## config.mk

```make
export PLATFORM = sky130hd
export DESIGN_NAME = pulse_tone_ch
export DESIGN_NICKNAME = d
export VERILOG_FILES = /design/src/rtl/pulse_tone_ch.sv
export SDC_FILE = /design/constraint.sdc
export NUM_CORES = 1
export LEC_CHECK = 0
export BUFFER_PORTS_ARGS = -buffer_cell sky130_fd_sc_hd__buf_2
export CAP_MARGIN = 20
export CORE_ASPECT_RATIO = 1.1
export CORE_MARGIN = 2
export CORE_UTILIZATION = 58
export DETAILED_ROUTE_END_ITERATION = 8
export PLACE_DENSITY = 0.87
export SETUP_SLACK_MARGIN = 0.2
export SKIP_CTS_REPAIR_TIMING = 1
export SLEW_MARGIN = 40
export SYNTH_ARGS = -nofsm -noshare
export SYNTH_HDL_FRONTEND = slang
export SYNTH_SLANG_ARGS = --single-unit
```

## constraint.sdc

```tcl
create_clock -name clk -period 3.4 [get_ports clk]
set_clock_uncertainty 0.2 [all_clocks]
set_input_delay 0.34 -clock clk [delete_from_list [all_inputs] [get_ports clk]]
set_output_delay 0.34 -clock clk [all_outputs]
set_load 0.05 [all_outputs]
```

## src/rtl/pulse_tone_ch.sv

```systemverilog
module pulse_tone_ch #(
  parameter int PER_W = 12
) (
  input  logic       clk,
  input  logic       rst,
  input  logic       wr_en,
  input  logic [1:0] wr_idx,
  input  logic [7:0] wr_data,
  output logic [3:0] amp
);
  localparam int HI_W = PER_W - 8;

  logic [7:0]       ctl;
  logic [7:0]       per_lo;
  logic [HI_W-1:0]  per_hi;
  logic             en;
  logic [PER_W-1:0] cnt;
  logic [3:0]       step;

  logic [3:0]       vol;
  logic             gate;
  logic [3:0]       width;
  logic [PER_W-1:0] period;
  logic             run;
  logic             active;

  assign vol    = ctl[3:0];
  assign gate   = ctl[7];
  assign width  = {1'b0, ctl[6:4]} + 4'd1;
  assign period = {per_hi, per_lo};
  assign run    = en && !gate && (vol != 4'd0);
  assign active = gate || (step < width);
  assign amp    = (en && active) ? vol : 4'd0;

  always_ff @(posedge clk) begin
    if (rst) begin
      ctl    <= '0;
      per_lo <= '0;
      per_hi <= '0;
      en     <= 1'b0;
      cnt    <= '0;
      step   <= 4'd1;
    end else begin
      if (run) begin
        if (cnt == '0) begin
          cnt  <= period;
          step <= step + 4'd1;
        end else begin
          cnt <= cnt - 1'b1;
        end
      end
      if (wr_en) begin
        case (wr_idx)
          2'd0: ctl <= wr_data;
          2'd1: per_lo <= wr_data;
          2'd2: begin
            per_hi <= wr_data[HI_W-1:0];
            en     <= wr_data[7];
          end
          default: ;
        endcase
      end
    end
  end
endmodule

```

# ---- Word-level counts from Yosys, hierarchy flattened
# Index checks and enable logic that the tools add are counted.
# Widths: inputs -> output; s select.
dict set report totals {
  register_bits 37
  wordCells 26
  input_bits 13
}
dict set report classes {
  n_mux 2
  eq_ne 2
  n_addsub 3
  n_lt_le_gt_ge 1
  reduce_logical 12
}
# op count
set ops {}
lappend ops {{$logic_not 12->1} 1}
lappend ops {{$mux 12} 1}
lappend ops {{$sub 12x1->12 const B} 1}
lappend ops {{$reduce_and 2->1} 4}
lappend ops {{$add 3x1->4 const B} 1}
lappend ops {{$add 4x1->4 const B} 1}
lappend ops {{$lt 4x4->1} 1}
lappend ops {{$mux 4} 1}
lappend ops {{$reduce_bool 4->1} 1}
lappend ops {{$logic_and 1x1->1} 3}
lappend ops {{$eq 2x1->1 const B} 1}
lappend ops {{$eq 2x2->1 const B} 1}
lappend ops {{$logic_not 2->1} 1}
lappend ops {{$logic_not 1->1} 1}
lappend ops {{$logic_or 1x1->1} 1}

# ---- Longest topological paths before layout
# Gate-level depths: netlist of run 1.
dict set report depth {
  ltp_word 5
  mapped_depth 8
  depth_no_buf 8
}

# ---- Worst setup path after synthesis of run 1
# OpenSTA, ideal clock, no wires.
dict set report synth_path {
  path_type {flip-flop to output port}
  from {register ctl[4]}
  to {output amp[0]}
  required_ps 2860
  arrival_time_ps 1833
  path_slack_ps 1027
  path_stages_with_launch 9
  cell_sequence {dfxtp_1 ha_1 inv_1 ha_1 o21a_1 o21a_1 o21ai_0 a22o_1 and2_1}
}
dict set report synth_via {
  elab_chain_len 5
}
# element line
set synth_lines {}
lappend synth_lines {{from (decl)} 13} ;# logic [7:0] ctl;
lappend synth_lines {{from (signal assigned)} 54} ;# 2'd0: ctl <= wr_data;
lappend synth_lines {{$add 3x1->4} 29} ;# assign width = {1'b0, ctl[6:4]} + 4'd1;
lappend synth_lines {{$lt 4x4->1} 32} ;# assign active = gate || (step < width);
lappend synth_lines {{$logic_or 1x1->1} 32}
lappend synth_lines {{$logic_and 1x1->1} 33} ;# assign amp = (en && active) ? vol : 4'd0;
lappend synth_lines {{$mux 4} 33}
lappend synth_lines {{to (decl)} 9} ;# output logic [3:0] amp
# Every way passes these cells.

# ---- Final worst setup path of run 1
dict set report layout_path {
  from {register ctl[4]}
  to {output amp[3]}
}
# Same word-level chain as after synthesis.

==> results of run 1 <==
[cells in the mapped netlist (all sizes together)]
cell / number
o41ai: 2
nor2b: 2
and3: 1
a21o: 2
nor4: 4
a211o: 1
a31oi: 3
a22o: 1
nor2: 31
inv: 5
nand3b: 3
o211ai: 1
mux2: 3
ha: 7
clkbuf: 4
a2111oi: 1
and2b: 1
mux2i: 21
buf: 3
a32oi: 1
o31a: 1
xor2: 2
a311oi: 1
or4b: 1
or3: 4
nand3: 8
o21a: 2
dfxtp: 37
a22oi: 1
o31ai: 2
nor3b: 1
o21ai: 6
nor3: 5
or2: 1
a21oi: 9
a211oi: 1
nand2b: 3
xnor2: 2
nand2: 11
and2: 6
[layer usage]
metal / track usage / share of wire
met3: 0.04969 / 0.046
met4: 0.09884 / 0.020
met5: 0 / 0
met1: 0.2781 / 0.43
met2: 0.3849 / 0.50
[sequential cells by signal, summed over array words and instances, names as in the netlist]
register and cells:
cnt 12, ctl 8, per_lo 8, per_hi 4, step 4, en 1
[worst paths after layout]
| kind | from | end |
|---|---|---|
| setup reg to reg | cnt[0] | cnt[2] |
| hold / removal | wr_data[4] | per_lo[4] |
| setup / recovery | ctl[4] | amp[3] |
| hold reg to reg | cnt[10] | cnt[10] |
[through the flow]
step | power, mW | worst slack, ps | utilization | hold WS, ps
4_1_cts | 0.8316 | 493.9 | 0.6692 | 41.13
3_5_place_dp | 0.5209 | 847.1 | 0.6414 | 250.7
5_1_grt | 0.8532 | 422.4 | 0.6692 | 59.61
6_report | 0.8277 | 494.1 | 0.6692 | 38.04
2_1_floorplan | 0.5001 | 1027 | - | 233.0
3_3_place_gp | 0.5189 | 916.4 | 0.6414 | 248.1
[cell type report]
cell class                 count  area, um^2
clock inverter                 3       46.29
multi-input combinational    152        1049
timing repair buffer          17       87.58
sequential                    37       740.7
fill                         214       999.7
inverter                       5       18.77
clock buffer                   5       37.54
tap                           34       42.54
[power breakdown]
group / switching [mW] / internal (mW) / total, mW
clock: 0.160 / 0.156 / 0.315
combinational: 0.0362 / 0.0268 / 0.0629
sequential: 0.00688 / 0.443 / 0.449
[worst register-to-register path, cell delays in order (launching register included)]
cell	delay, ps
dfxtp_1	350
inv_1	110
ha_1	180
or4b_4	510
nor4_4	490
mux2_2	390
a22oi_1	200
nor2_1	80
[cell families (layout without fill, tap and decap cells)]
logic type | Yosys count | after routing | synth area share
AND/OR/NAND/NOR | 82 | 82 | 0.2415
flip-flops | 37 | 37 | 0.4038
AO/OA/AOI/OAI | 35 | 35 | 0.1303
multiplexers | 24 | 24 | 0.1330
buffers and inverters | 12 | 30 | 0.02455
adder cells (fa/ha/maj) | 7 | 7 | 0.04775
XOR/XNOR | 4 | 4 | 0.01910
==> summary.txt, run 1 <==
Die extent in y = 62.98 um
Reg-to-reg setup timing slack = 750 ps
Clk_lat worst skew = 360 ps
Maximum clock path buffer count = 2
P_leak = 0.8474 nW
Seq/Total Area, Yosys = 0.4038
H-tree depth = 2
CP arrival = 2370 ps
Clock transition at path regs = 120 ps
Critical Path RT = 2860 ps
I/O Pins = 17
Die width = 57.62 um
WS Path Type = reg -> out
CP peak stage delay = 350 ps
CP Cell Sequence = ha_1, inv_1, ha_1, o21a_1, o21a_1, o21ai_0, a22o_1, and2_1, buf_2
Detailed placement HPWL = 2.784 mm
Syn Inst Count = 201
Crit end category = output port
DR vias = 1538
Worst hold stages = 3
Core region area = 3022 um^2
Drt drc = 0
Slew HR = 0.5372
Maximum capacitance violations = 0
Nets@finish = 238
# clock sinks = 37
Top delay family on crit path = compound AO/OA/AOI/OAI gates
RSZ-0062 raised after global routing = false
Maximum VDD drop = 0.3464 mV
Initial antenna violation count = 0
Final Slew Violations = 0
Final Cycle Share = 0.8547
Root Driver = clkbuf_4
Clock tree from TritonCTS = yes
Worst path depth = 9
Initial core utilization = 0.6070
Outcome = finished, final reports clean
Reg2reg path depth = 7
Inserted Clock Buffers = 5
Setup TNS Final = 0 ps
Most area-consuming cells after synthesis = dfxtp_1, mux2i_1, nor2_1, ha_1, a21oi_1
Vias in the first global route = 1450
Fmax achieved = 344.1 MHz
DR pass1 iterations = 5
CP max FO = 4
Largest net degree at the start of global routing = 39
Most frequent cells in the layout = dfxtp_1, nor2_1, mux2i_1, buf_2, nand2_1
Mapped Area = 1834 um^2
IO Port Bufs = 16
First-pass GRT wire length = 6.486 mm
Gpl congestion = 0.9162
Yosys top cell area share = 0.4038
PwrDens = 409.4 nW/um^2
Post-Layout Cell Count = 253
Drt via density = 6.079
Leading area contributor after synthesis = dfxtp_1
WP buf/inv = 2
Crit-path slowest cell = dfxtp_1
GR Util All Layers = 0.2298
Post-synth net total = 221
Avg WL per Cell = 15.07 um
Final Critical Period = 2906 ps
Worst Max-Slew Pin Slew = 688.5 ps
Unique masters post-synth = 45
Antenna fix cells = 0
Die area = 3629 um^2
Critical Path Source Type = register
Cell Area, Placed = 1938 um^2
Grt total ovfl = 0
Cell area after layout = 2022 um^2
Placed Instances = 245
Ys Warns = 0
Core Rows = 21
Synth Register Bits = 37
P&R area growth vs syn = 10.23%
Final WL = 3.813 mm
Most common cell after layout, fill and taps aside = dfxtp_1
Setup violators final = 0
Hold Path Class = in -> reg
Initial DRC count = 33
Fraction of layout cells with a size suffix above 1 = 0.1689
Final hold vios = 0
Final ANT Viol Nets = 0
Syn_area_per_cell = 9.126 um^2
(Power assumes the default switching activity.)
==> inputs of run 2 (changes only) <==
- CORE_ASPECT_RATIO: 1.1 -> not set
==> summary.txt, run 2 (same netlist as run 1, synthesis figures left out) <==
DR vias = 1501 (-2.4%)
Maximum VDD drop = 0.3275 mV (-5.5%)
Pint = 625.8 uW (+0.13%)
Clock tree from TritonCTS = yes
Core Rows = 20 (-4.8%)
CP max FO = 4 (unchanged)
Cell Area, Placed = 1951 um^2 (+0.65%)
Maximum capacitance violations = 0 (unchanged)
Dpl ws = 775.5 ps (-71.60 ps)
# clock sinks = 37 (unchanged)
Hold Path Class = in -> reg
NetSw = 195.0 uW (-3.8%)
RSZ-0062 raised after global routing = false
CP arrival = 2310 ps (-60 ps)
Clock transition at path regs = 120 ps (about the same)
Root Driver = clkbuf_4
Antenna fix cells = 0 (unchanged)
Final hold vios = 0 (unchanged)
Inserted Clock Buffers = 5 (unchanged)
Comb power frac = 0.075 (about the same)
Grt total ovfl = 0 (unchanged)
Total Power = 820.8 uW (-0.83%)
Fraction of layout cells with a size suffix above 1 = 0.1644 (-0.004566)
Initial antenna violation count = 0 (unchanged)
P&R area growth vs syn = 10.71%
Initial core utilization = 0.6058 (-0.001254)
Fmax achieved = 351.1 MHz (+2.0%)
Sw Ratio = 0.2376 (-0.007321)
Most frequent cells in the layout = dfxtp_1, nor2_1, mux2i_1, buf_2, nand2_1
Die extent in y = 60.24 um (-4.4%)
Detailed placement HPWL = 2.803 mm (+0.71%)
Critical Path Source Type = register
Die area = 3628 um^2 (about the same)
H-tree depth = 2 (unchanged)
Setup TNS Final = 0 ps (unchanged)
Nets@finish = 238 (unchanged)
Maximum clock path buffer count = 2 (unchanged)
Slew HR = 0.5006 (-0.03657)
Fin Hold WS = 24.84 ps (-13.20 ps)
Initial DRC count = 129 (+290%)
Seq pwr share = 0.548 (+0.005)
FILL cells = 255 (+19%)
Largest net degree at the start of global routing = 39 (unchanged)
P_leak = 0.8485 nW (+0.12%)
Avg WL per Cell = 14.55 um (-3.5%)
Die width = 60.24 um (+4.5%)
Final Slew Violations = 0 (unchanged)
Final Cycle Share = 0.8378 (-0.01686)
GR Util All Layers = 0.2382 (+0.008418)
Clk_lat worst skew = 360 ps (about the same)
Core region area = 3028 um^2 (+0.21%)
Crit end category = output port
Final Critical Period = 2849 ps (-57.33 ps)
Final ANT Viol Nets = 0 (unchanged)
Drt drc = 0 (unchanged)
Critical Path RT = 2860 ps (about the same)
First-pass GRT wire length = 6.258 mm (-3.5%)
IO Port Bufs = 16 (unchanged)
Largest register FFs = 12 (unchanged)
Worst Max-Slew Pin Slew = 742.2 ps (+53.75 ps)
WS Path Type = reg -> out
Setup violators final = 0 (unchanged)
Drt via density = 5.707 (-6.1%)
Clock Power Share = 0.377 (-0.004)
Largest Register = cnt
Vias in the first global route = 1330 (-8.3%)
Gpl congestion = 0.8414 (-8.2%)
Final WL = 3.826 mm (+0.34%)
Top flop regs = cnt x12, ctl x8, per_lo x8
Cell area after layout = 2031 um^2 (+0.43%)
I/O Pins = 17 (unchanged)
Worst setup margin = 551.4 ps (+57.33 ps)
PwrDens = 404.2 nW/um^2 (-1.3%)
DR pass1 iterations = 4 (-1)
Most common cell after layout, fill and taps aside = dfxtp_1
Outcome = finished, final reports clean
## run 2: cell type report
class	instances	area [um^2]	area share
multi-input cells	152	1049	0.5163
flip-flops and latches	37	740.7	0.3648
repair buffers	17	87.58	0.04313
well taps	44	55.05	0.02711
clock buffers	6	41.29	0.02033
clock inverters	2	38.79	0.01910
inverters	5	18.77	0.009242
## run 2: worst paths after layout
check,start,end,slack (ps),cells after the start
worst max-delay path,ctl[4],amp[1],550,9
worst max register to register,cnt[0],cnt[2],770,7
worst min register to register,cnt[10],cnt[10],290,2
worst min-delay path,wr_data[5],per_lo[5],20,3
## run 2: power by group through the flow
stage / Clock, mW / Combinational (mW) / Sequential (mW)
5_1_grt: 0.335 / 0.0674 / 0.451
4_1_cts: 0.315 / 0.0618 / 0.450
3_5_place_dp: 0 / 0.0615 / 0.460
6_report: 0.309 / 0.0619 / 0.450
3_3_place_gp: 0 / 0.0595 / 0.459
2_1_floorplan: 0 / 0.0432 / 0.457
## run 2: through the flow
stage | util | std cells
after floorplan | - | 201
after global placement | 0.6442 | 255
after detailed placement | 0.6442 | 255
after CTS | 0.6707 | 263
after global routing | 0.6707 | 263
final | 0.6707 | 263
## run 2: critical path, cell delays in order, from the launching register on
cell and delay, ps:
dfxtp_1 350, ha_1 280, inv_1 40, ha_1 260, o21a_1 100, o21a_1 150
o21ai_0 150, a22o_1 200, and2_1 140, buf_2 260
## run 2: per-layer routing
layer  share of wire  GRT usage
met1            0.47     0.3111
met2            0.46     0.3742
met3           0.058    0.07143
met4           0.014    0.07937
met5               0          0
